--- config.mk ---
export PLATFORM = sky130hd
export DESIGN_NAME = atr_shifter
export DESIGN_NICKNAME = d
export VERILOG_FILES = /design/src/rtl/atr_pkg.sv /design/src/rtl/atr_edge_det.sv /design/src/rtl/atr_window.sv /design/src/rtl/atr_shift.sv /design/src/rtl/atr_shifter.sv
export SDC_FILE = /design/constraint.sdc
export NUM_CORES = 1
export LEC_CHECK = 0
export BUFFER_PORTS_ARGS = -buffer_cell sky130_fd_sc_hd__buf_2
export CAP_MARGIN = 20
export CORE_AREA = 5 5 42 44
export DETAILED_ROUTE_END_ITERATION = 16
export DIE_AREA = 0 0 47 49
export HOLD_SLACK_MARGIN = 0.08
export PLACE_DENSITY_LB_ADDON = 0.3
export SYNTH_ARGS = -nofsm -noshare
export SYNTH_HDL_FRONTEND = slang
export SYNTH_SLANG_ARGS = --single-unit
--- constraint.sdc ---
create_clock -name clk_i -period 2.1 [get_ports clk_i]
set_input_delay 0.42 -clock clk_i [delete_from_list [all_inputs] [get_ports clk_i]]
set_output_delay 0.42 -clock clk_i [all_outputs]
set_load 0.01 [all_outputs]
--- src/rtl/atr_pkg.sv ---
package atr_pkg;
  localparam int unsigned PIN_CLK = 0;
  localparam int unsigned PIN_RST = 1;
  localparam int unsigned PIN_N   = 2;

  typedef enum logic [1:0] {
    EV_NONE    = 2'd0,
    EV_START   = 2'd1,
    EV_ABORT   = 2'd2
  } win_ev_e;
endpackage

--- src/rtl/atr_edge_det.sv ---
module atr_edge_det #(
  parameter int unsigned N = 2
) (
  input  logic         clk_i,
  input  logic         rst_ni,
  input  logic [N-1:0] pin_i,
  output logic [N-1:0] rise_o,
  output logic [N-1:0] fall_o
);
  logic [N-1:0] pin_q;

  for (genvar g = 0; g < N; g++) begin : g_pin
    always_ff @(posedge clk_i or negedge rst_ni) begin
      if (!rst_ni) pin_q[g] <= 1'b0;
      else         pin_q[g] <= pin_i[g];
    end
    assign rise_o[g] = pin_i[g] & ~pin_q[g];
    assign fall_o[g] = ~pin_i[g] & pin_q[g];
  end
endmodule

--- src/rtl/atr_window.sv ---
module atr_window
  import atr_pkg::*;
(
  input  logic    clk_i,
  input  logic    rst_ni,
  input  logic    rst_level_i,
  input  logic    rst_rise_i,
  input  logic    rst_fall_i,
  input  logic    clk_rise_i,
  output win_ev_e ev_o
);
  logic seen_q;

  // remember whether a card clock rose inside the reset window
  always_ff @(posedge clk_i or negedge rst_ni) begin
    if (!rst_ni)                       seen_q <= 1'b0;
    else if (rst_rise_i)               seen_q <= 1'b0;
    else if (rst_level_i && clk_rise_i) seen_q <= 1'b1;
  end

  always_comb begin
    ev_o = EV_NONE;
    if (rst_fall_i) ev_o = (seen_q || clk_rise_i) ? EV_START : EV_ABORT;
  end

  assert_clk_seen_R1: assert property (@(posedge clk_i) disable iff (!rst_ni)
    (rst_level_i && clk_rise_i && !rst_rise_i) |=> (seen_q || !rst_ni));
endmodule

--- src/rtl/atr_shift.sv ---
module atr_shift #(
  parameter int unsigned          PAT_W   = 32,
  parameter logic [PAT_W-1:0]     PATTERN = 32'h55AA2019
) (
  input  logic clk_i,
  input  logic rst_ni,
  input  logic start_i,
  input  logic abort_i,
  input  logic step_i,
  input  logic hold_i,
  output logic data_o,
  output logic oe_o
);
  localparam int unsigned IDX_W = (PAT_W > 1) ? $clog2(PAT_W) : 1;
  localparam logic [IDX_W-1:0] LAST = IDX_W'(PAT_W - 1);

  logic             active_q;
  logic [IDX_W-1:0] idx_q;

  always_ff @(posedge clk_i or negedge rst_ni) begin
    if (!rst_ni) begin
      active_q <= 1'b0;
      idx_q    <= '0;
    end else if (start_i) begin
      active_q <= 1'b1;
      idx_q    <= '0;
    end else if (abort_i) begin
      active_q <= 1'b0;
    end else if (active_q && step_i) begin
      if (idx_q == LAST) active_q <= 1'b0;
      else               idx_q    <= idx_q + 1'b1;
    end
  end

  assign oe_o   = active_q;
  assign data_o = active_q ? PATTERN[idx_q] : 1'b1;

  assert_restart_R5: assert property (@(posedge clk_i) disable iff (!rst_ni)
    start_i |=> (active_q && idx_q == '0));
  assert_abort_R6: assert property (@(posedge clk_i) disable iff (!rst_ni)
    (abort_i && !start_i) |=> !active_q);
  assert_end_R3: assert property (@(posedge clk_i) disable iff (!rst_ni)
    (active_q && step_i && idx_q == LAST && !start_i && !abort_i) |=> !oe_o);
  assert_step_R2: assert property (@(posedge clk_i) disable iff (!rst_ni)
    (active_q && step_i && idx_q != LAST && !start_i && !abort_i)
      |=> (idx_q == $past(idx_q) + 1'b1));
  assert_hold_R7: assert property (@(posedge clk_i) disable iff (!rst_ni)
    (hold_i && !start_i) |=> $stable(idx_q));
endmodule

--- src/rtl/atr_shifter.sv ---
module atr_shifter
  import atr_pkg::*;
#(
  parameter int unsigned      PAT_W   = 32,
  parameter logic [PAT_W-1:0] PATTERN = 32'h55AA2019
) (
  input  logic clk_i,
  input  logic rst_ni,
  input  logic card_rst_i,
  input  logic card_clk_i,
  input  logic wr_busy_i,
  output logic data_o,
  output logic oe_o
);
  logic [PIN_N-1:0] pins, rise, fall;
  win_ev_e          ev;
  logic             start, abort, step;

  assign pins[PIN_CLK] = card_clk_i;
  assign pins[PIN_RST] = card_rst_i;

  atr_edge_det #(.N(PIN_N)) u_edge (
    .clk_i  (clk_i),
    .rst_ni (rst_ni),
    .pin_i  (pins),
    .rise_o (rise),
    .fall_o (fall)
  );

  atr_window u_win (
    .clk_i       (clk_i),
    .rst_ni      (rst_ni),
    .rst_level_i (card_rst_i),
    .rst_rise_i  (rise[PIN_RST]),
    .rst_fall_i  (fall[PIN_RST]),
    .clk_rise_i  (rise[PIN_CLK]),
    .ev_o        (ev)
  );

  // busy write blocks both outcomes of a reset pulse
  assign start = (ev == EV_START) && !wr_busy_i;
  assign abort = (ev == EV_ABORT) && !wr_busy_i;
  assign step  = fall[PIN_CLK] && !card_rst_i;

  atr_shift #(.PAT_W(PAT_W), .PATTERN(PATTERN)) u_shift (
    .clk_i   (clk_i),
    .rst_ni  (rst_ni),
    .start_i (start),
    .abort_i (abort),
    .step_i  (step),
    .hold_i  (card_rst_i),
    .data_o  (data_o),
    .oe_o    (oe_o)
  );

  assert_nol_R1: assert property (@(posedge clk_i) disable iff (!rst_ni)
    fall[PIN_RST] |-> !card_clk_i);
  assert_busy_R4: assert property (@(posedge clk_i) disable iff (!rst_ni)
    (wr_busy_i && !oe_o) |=> !oe_o);
  assert_release_R8: assert property (@(posedge clk_i) disable iff (!rst_ni)
    !oe_o |-> data_o);
  assert_idle_R9: assert property (@(posedge clk_i) disable iff (!rst_ni)
    (!oe_o && !fall[PIN_RST]) |=> !oe_o);
endmodule

* Yosys cells after proc, flatten, opt, wreduce, memory -nomap -nowiden
Memories as Yosys holds them, arrays and structs flattened.
Index checks and enable logic that the tools add are counted.
** Storage, ports and cells
- Register bits after elaboration :: 9
- Bits in read-only memories :: 32
- Bits of input ports :: 5
- Word-level logic and storage cells :: 49
- Memories :: 1
** Memory list
- (name not given) :: words 32, bits a word 1, read ports 1, clocked after memory_dff 0, write ports 0, RTL line atr_shift.sv:36 : assign data_o = active_q ? PATTERN[idx_q] : 1'b1;
** Operators by class
- Add/subtract/negate cells :: 1
- Magnitude comparators :: 1
- Equal/unequal tests :: 5
- Muxes and demuxes :: 14
- Bitwise operators :: 8
- Reductions and logical operators :: 14
** Operators by type and width (count)
- two-way mux 5 bit :: 4
- two-way mux 1 bit :: 8
- < comparator 5 x 6 -> 1 bit, second input constant :: 1
- nonzero test 3 bit :: 2
- adder 5 x 1 -> 5 bit, second input constant :: 1
- equality test 5 bit, second input constant :: 1
- logical AND 1 bit :: 5
- bitwise AND 1 bit :: 4
- two-way mux 2 bit :: 2
- inequality test 2 bit, second input constant :: 2
- inverter 1 bit :: 4
- nonzero test 2 bit :: 2
- AND reduction 3 bit :: 1
- equality test 2 x 1 -> 1 bit, second input constant :: 1
- equality test 2 bit, second input constant :: 1
- zero test 1 bit :: 2
- AND reduction 2 bit :: 1
- logical OR 1 bit :: 1

* Longest topological paths before layout
Gate-level depths: netlist of the first run.
- Depth in word-level cells :: 9
- Gate-level depth with buffers :: 6
- Gate-level depth less buffers :: 6

* By module
From an unflattened synthesis of the first run, not the netlist that was laid out.
** Unflattened totals
- Cell total of the unflattened synthesis :: 55
- Area total of the unflattened synthesis :: 579.3 µm²
** Modules (own cells, without submodules)
- atr_shift :: times used 1, cells an instance 41, area an instance 412.9 µm², seq. area each 150.1 µm²
- atr_edge_det :: times used 1, cells an instance 6, area an instance 85.1 µm², seq. area each 50.0 µm²
- atr_window :: times used 1, cells an instance 5, area an instance 60.1 µm², seq. area each 25.0 µm²
- atr_shifter :: times used 1, cells an instance 3, area an instance 21.3 µm², seq. area each 0.0 µm²

* Worst setup path before layout of the first run
No wires, ideal clock.
- Path type :: register to register
- Start :: register u_shift.idx_q[0]
- End :: register u_shift.idx_q[1]
- Setup time :: 0.122 ns
- Data arrival time :: 1.557 ns
- Required time :: 1.978 ns
- Path slack :: 0.421 ns
- Cell stages (with the launch flop) :: 7
- Buffers on the path :: 0
- Clock period less this slack :: 1.679 ns
- Cell sequence :: dfrtp_1 -> ha_1 -> and3_1 -> ha_1 -> nor3_4 -> mux2i_1 -> nor2_1
** On the way
- Cells in the longest elaborated chain, start to end :: 5
- Elaborated cells between the ends (all ways) :: 8
** RTL lines
- from (decl) :: RTL line atr_shift.sv:18 : logic [IDX_W-1:0] idx_q;
- from (signal assigned) :: RTL line atr_shift.sv:31 : else idx_q <= idx_q + 1'b1;
- adder 5 x 1 -> 5 bit :: RTL line atr_shift.sv:31
- two-way mux 5 bit :: RTL line atr_shift.sv:30 : if (idx_q == LAST) active_q <= 1'b0;
- two-way mux 5 bit :: RTL line atr_shift.sv:29 : end else if (active_q && step_i) begin
- two-way mux 5 bit :: RTL line atr_shift.sv:27 : end else if (abort_i) begin
- two-way mux 5 bit :: RTL line atr_shift.sv:24 : end else if (start_i) begin
Several ways; a longest one is shown, not always the timed one. The select of a mux whose other input is x is not followed.
A chain may end at the register's enable or synchronous reset.

* Worst setup path in the final report of the first run
- Start :: register u_shift.idx_q[0]
- End :: output port data_o
** On the way
- Cells in the longest elaborated chain, start to end :: 3
** RTL lines
- memory (32 x 1 bit)
- two-way mux 1 bit (implied by the code) :: RTL line atr_shift.sv:36
- two-way mux 1 bit :: RTL line atr_shift.sv:36
- to (decl) :: RTL line atr_shifter.sv:12 : output logic data_o,
Every way passes these cells. The select of a mux whose other input is x is not followed.

==> results.toml, run 1 <==
[synthesis]
synth_nets = 58
yosysSeqAreaShare_pct = 40.9
ys_async_sr_fraction_pct = 100
synth_edf_count = 0
yosysUniqueCellTypes = 24
avgSynthCellArea_um2 = 11.2
synth_area_um2 = 551
ys.flop_type = "dfrtp_1"
synth_cells = 49
ys_ff_latch = 9
ys_warn_count = 0

[detailed_routing]
num_vias = 364
drt_first_pass_iters = 3
first_iter_violations = 2
routed_wl_um = 870
ant_nets = 0
wl_per_cell_um = 11.0
via_per_inst = 4.61
drc_errors = 0

[status]
status = "completed"

[pwr]
peakVddDrop_mv = 0.366
leakage_uw = 0.000282
pwr_density_cell_nw_per_um2 = 828
finalPower_uw = 547

[floorplan]
die-area_um2 = 2300
row_count = 14
initial_core_util_pct = 39.3
die_h_um = 49
core_um2 = 1400
die_w_um = 47
io_pins = 7

[critical_path]
start_kind = "flip-flop"
cp.arrival_ns = 1.55
cp-startpoint = "u_shift.idx_q[0]$_DFFE_PN0P_"
r2r_slack_ns = 0.22
criticalPathCategory = "flip-flop to primary output"
cp_cell_sequence = "inv_1, ha_1, nor2_1, a21oi_1, o21ai_1, a21bo_2, buf_2"
cp_max_fo = 4
slowest_delay_ns = 0.39
r2r-start = "u_shift.idx_q[0]$_DFFE_PN0P_"
slowest_stage = "dfrtp_2"
cp.required_ns = 1.68
end_kind = "primary output"

[timing]
fin_skew_ns = 0.000524
hold_viol = 0
fin_crit_sh_pct = 93.9
rsz0062_at_grt = "no"
finalSetupViolations = 0
period_minus_slack_ns = 1.97
hold_slack_ns = 0.295
max_freq_mhz = 507
slew-limit-headroom_pct = 82.6
drv_slew = 0
fin_tns_setup_ns = 0
worstMarginPinSlew_ns = 0.260

[grt]
grt_pass1_vias = 356
antenna_found_initial = 0
grt_start_max_net_pins = 10
grt_pass1_wl_um = 1460
globalRouteTotalUtil_pct = 8.84
grt.overflow.total = 0

[layout]
final_util_pct = 47.1
drive_gt1_share_pct = 36.5
layout_common_cells = "dfrtp_1, buf_2, nor2_1"
diodes = 0
final_common_cell = "dfrtp_1"
final_area_um2 = 661
fin_nets = 73
area_growth_pct = 20.0

[placed_design]
dpl.hpwl_um = 691
place_area_um2 = 601
place.gp.congestion = 0.642
port_buffers = 6

[cts]
h-tree-depth = 1
path_clk_slew_ns = 0.06
tritoncts = "done"
clk_path_buf_depth = 2
numCtsBuffers = 3
cts-root-buf = "clkbuf_4"
clkSinkCount = 9
clkLatencyLatePin_ns = 0.25

[job]
cap_violations = 0

[hold_path]
hold_start = "card_clk_i"
worstHoldPathType = "primary input to flip-flop"
-- sequential cells by signal (all words and copies together), names as in the netlist --
signal / flops
u_edge.pin_q: 2
u_shift.idx_q: 5
u_shift.oe_o: 1
u_win.seen_q: 1
-- cell usage after synthesis, drive strengths merged, types with 2 or more instances --
cell   count  share of area (%)
a21oi      3                2.7
xnor2      4                6.4
ha         4                9.1
mux2i      2                3.6
nor2       8                7.7
dfrtp      9                 41
inv        4                2.7
-- through the flow --
step / setup WS, ns / instances
floorplan: 0.421 / 49
global placement: 0.291 / 71
detailed placement: 0.296 / 71
CTS: 0.0126 / 76
global route: 0.0320 / 79
finish: 0.129 / 79
-- worst max-delay path: cells and delay by family, from the launching register on --
kind / cells / cell delay (ns)
buffers and inverters: 2 / 0.18
flip-flops: 1 / 0.39
adder cells (fa/ha/maj): 1 / 0.29
AO/OA/AOI/OAI: 3 / 0.40
AND/OR/NAND/NOR: 1 / 0.04
-- area by class of cell --
type	count	area, um2
multi-input cells	36	310
well taps	16	20.0
flip-flops and latches	9	226
inverters	4	15.0
clock buffers	4	26.3
repair buffers	10	62.6
fillers	143	741
-- metal layers --
metal / GRT usage, % / wire, um / vias to the layer above
met3: 3.32 / 36 / 2
met4: 4.15 / 10 / 0
met1: 10.7 / 420 / 163
met5: 0 / 0 / -
li1: - / - / 194
met2: 13.3 / 402 / 5
-- timing repair --
action / in CTS / in global routing
resized for setup: 0 / 1
setup buffers: 0 / 3
hold buffers: 1 / 0
setup endpoints to repair: 0 / 1
hold endpoints to repair: 9 / 0
-- logic make-up (layout without fill, tap and decap cells) --
group | count (synthesis) | count (layout) | synth area share [%]
AO/OA/AOI/OAI | 7 | 7 | 8.18
adder cells (fa/ha/maj) | 4 | 4 | 9.09
flip-flops | 9 | 9 | 40.9
XOR/XNOR | 4 | 4 | 6.36
multiplexers | 2 | 2 | 3.64
AND/OR/NAND/NOR | 19 | 19 | 29.1
buffers and inverters | 4 | 18 | 2.73
-- path summary, 6_finish.rpt --
| kind | to | depth (start not counted) |
|---|---|---|
| hold reg to reg | u_win.seen_q$_DFFE_PN0P_ | 2 |
| min in group asynchronous | u_shift.idx_q[2]$_DFFE_PN0P_ | 2 |
| max in group asynchronous | u_shift.idx_q[0]$_DFFE_PN0P_ | 2 |
| setup / recovery | data_o | 7 |
| setup reg to reg | u_shift.idx_q[2]$_DFFE_PN0P_ | 7 |
| hold / removal | u_edge.pin_q[0]$_DFF_PN0_ | 1 |
-- power breakdown --
| group | total (uW) | switching (uW) | internal, uW |
|---|---|---|---|
| clock | 132 | 59.0 | 73.1 |
| sequential | 226 | 25.7 | 200 |
| combinational | 189 | 87.2 | 101 |
| total | 547 | 172 | 375 |
Power figures use the tool's default switching activity.
==> run 2: changes to the inputs <==
--- a/config.mk
+++ b/config.mk
@@ -10,6 +10,7 @@
 export CORE_AREA = 5 5 42 44
 export DETAILED_ROUTE_END_ITERATION = 16
 export DIE_AREA = 0 0 47 49
+export GPL_TIMING_DRIVEN = 0
 export HOLD_SLACK_MARGIN = 0.08
 export PLACE_DENSITY_LB_ADDON = 0.3
 export SYNTH_ARGS = -nofsm -noshare
==> run 2 against run 1 <==
Effect of this change:
- sequential power about the same
- clock power rose by 3%
- global-route usage up 0.68 points
- largest power group is now combinational cells
- die area unchanged
- largest cell class unchanged
==> results.toml, run 2 (same netlist as run 1, synthesis figures left out) <==
[timing]
hold_viol = 0
slew-limit-headroom_pct = 84.0
fin_tns_setup_ns = 0
hold_slack_ns = 0.287
fin_skew_ns = 0.00131
max_freq_mhz = 500
setup_slack_ns = 0.0998
period_minus_slack_ns = 2.00
finalSetupViolations = 0
rsz0062_at_grt = "no"
drv_slew = 0
fin_crit_sh_pct = 95.2
worstMarginPinSlew_ns = 0.239

[critical_path]
cp-startpoint = "u_shift.idx_q[1]$_DFFE_PN0P_"
cp_max_fo = 3
cp.arrival_ns = 1.58
r2r_slack_ns = 0.24
end_kind = "primary output"
r2r-end = "u_shift.idx_q[1]$_DFFE_PN0P_"
cp.required_ns = 1.68
crit_end = "data_o"
criticalPathCategory = "flip-flop to primary output"
start_kind = "flip-flop"
r2r-start = "u_shift.idx_q[0]$_DFFE_PN0P_"
rr_worst_depth = 7

[layout]
final_common_cell = "dfrtp_1"
top_regs = "u_shift.idx_q: 5 flops, u_edge.pin_q: 2 flops"
top_register = "u_shift.idx_q"
area_growth_pct = 23.6
fin_nets = 74
layout_common_cells = "dfrtp_1, buf_2, nor2_1"
final_cell_count_no_fill = 80
regArea_um2 = 226
multi_input_area_um2 = 310
drive_gt1_share_pct = 37.5
largest_register_ff_count = 5
diodes = 0
num-fill-cells = 141

[cts]
h-tree-depth = 1
clkSinkCount = 9
path_clk_slew_ns = 0.06
tritoncts = "done"
cts-root-buf = "clkbuf_4"
clkLatencyLatePin_ns = 0.26
numCtsBuffers = 3
clk_path_buf_depth = 2

[pwr]
finalPower_uw = 602
leakage_uw = 0.000291
pwr_density_cell_nw_per_um2 = 885
peakVddDrop_mv = 0.355

[status]
status = "completed"

[grt]
antenna_found_initial = 0
grt_start_max_net_pins = 10
grt_pass1_vias = 364
grt_pass1_wl_um = 1540
grt.overflow.total = 0
globalRouteTotalUtil_pct = 9.52

[floorplan]
die_h_um = 49
die_w_um = 47
initial_core_util_pct = 39.3
io_pins = 7
core_um2 = 1400
die-area_um2 = 2300
row_count = 14

[job]
cap_violations = 0

[placed_design]
dpl.hpwl_um = 673
port_buffers = 6
place.gp.congestion = 0.709
dp_slack_ns = 0.295
place_inst = 71

[detailed_routing]
drc_errors = 0
num_vias = 388
drt_first_pass_iters = 1
ant_nets = 0
routed_wl_um = 945
wl_per_cell_um = 11.8
via_per_inst = 4.85
first_iter_violations = 0

[hold_path]
worstHoldPathType = "primary input to flip-flop"
hold_start = "card_clk_i"
[run 2: cell count changes in the layout (fill, tap and decap cells not counted), sizes merged]
cell  change
buf       +1
[run 2: how the worst min path moves through the flow]
stage,end,depth (start not counted),slack (ns)
CTS,u_edge.pin_q[0]$_DFF_PN0_,1,0.28
global route,u_edge.pin_q[0]$_DFF_PN0_,1,0.29
global placement,u_shift.idx_q[2]$_DFFE_PN0P_,1,0.29
finish,u_edge.pin_q[0]$_DFF_PN0_,1,0.29
floorplan,u_edge.pin_q[0]$_DFF_PN0_,0,0.12
detailed placement,u_shift.idx_q[2]$_DFFE_PN0P_,1,0.29
[run 2: timing repair]
action,in CTS,in global routing
setup endpoints to repair,0,1
resized for setup,0,1
hold endpoints to repair,9,0
hold buffers,1,0
buffers inserted,0,4
[run 2: per-layer routing]
metal / vias to the layer above / share of wire [%] / track usage, %
li1: 196 / - / -
met1: 181 / 47 / 13.1
met2: 8 / 46 / 12.4
met3: 3 / 3.9 / 2.21
met4: 0 / 2.6 / 6.91
met5: - / 0 / 0
[run 2: cell type report]
cell class / count / share of cell area [%]
Timing Repair Buffer: 11 / 12.1
Tap cell: 16 / 2.94
Inverter: 4 / 2.21
Clock buffer: 4 / 3.86
Multi-Input combinational cell: 36 / 45.6
Sequential cell: 9 / 33.3
[run 2: metrics by stage]
step | utilization [%] | instance area (um2)
2_1_floorplan | - | 551
4_1_cts | 45.4 | 637
3_3_place_gp | 42.9 | 601
3_5_place_dp | 42.9 | 601
6_report | 48.6 | 681
5_1_grt | 48.6 | 681
[run 2: critical path, stage by stage, from the launching register on]
cell     delay (ns)
dfrtp_1        0.39
inv_1          0.07
ha_1           0.30
nor2_1         0.04
a21oi_1        0.12
o21ai_1        0.07
a21bo_2        0.19
buf_2          0.13
[run 2: power breakdown]
part / total (uW) / switching [uW] / internal, uW / leakage, uW
clock: 136 / 62.6 / 73.4 / 0.0000150
combinational: 237 / 99.6 / 137 / 0.000160
sequential: 229 / 28.9 / 200 / 0.000116
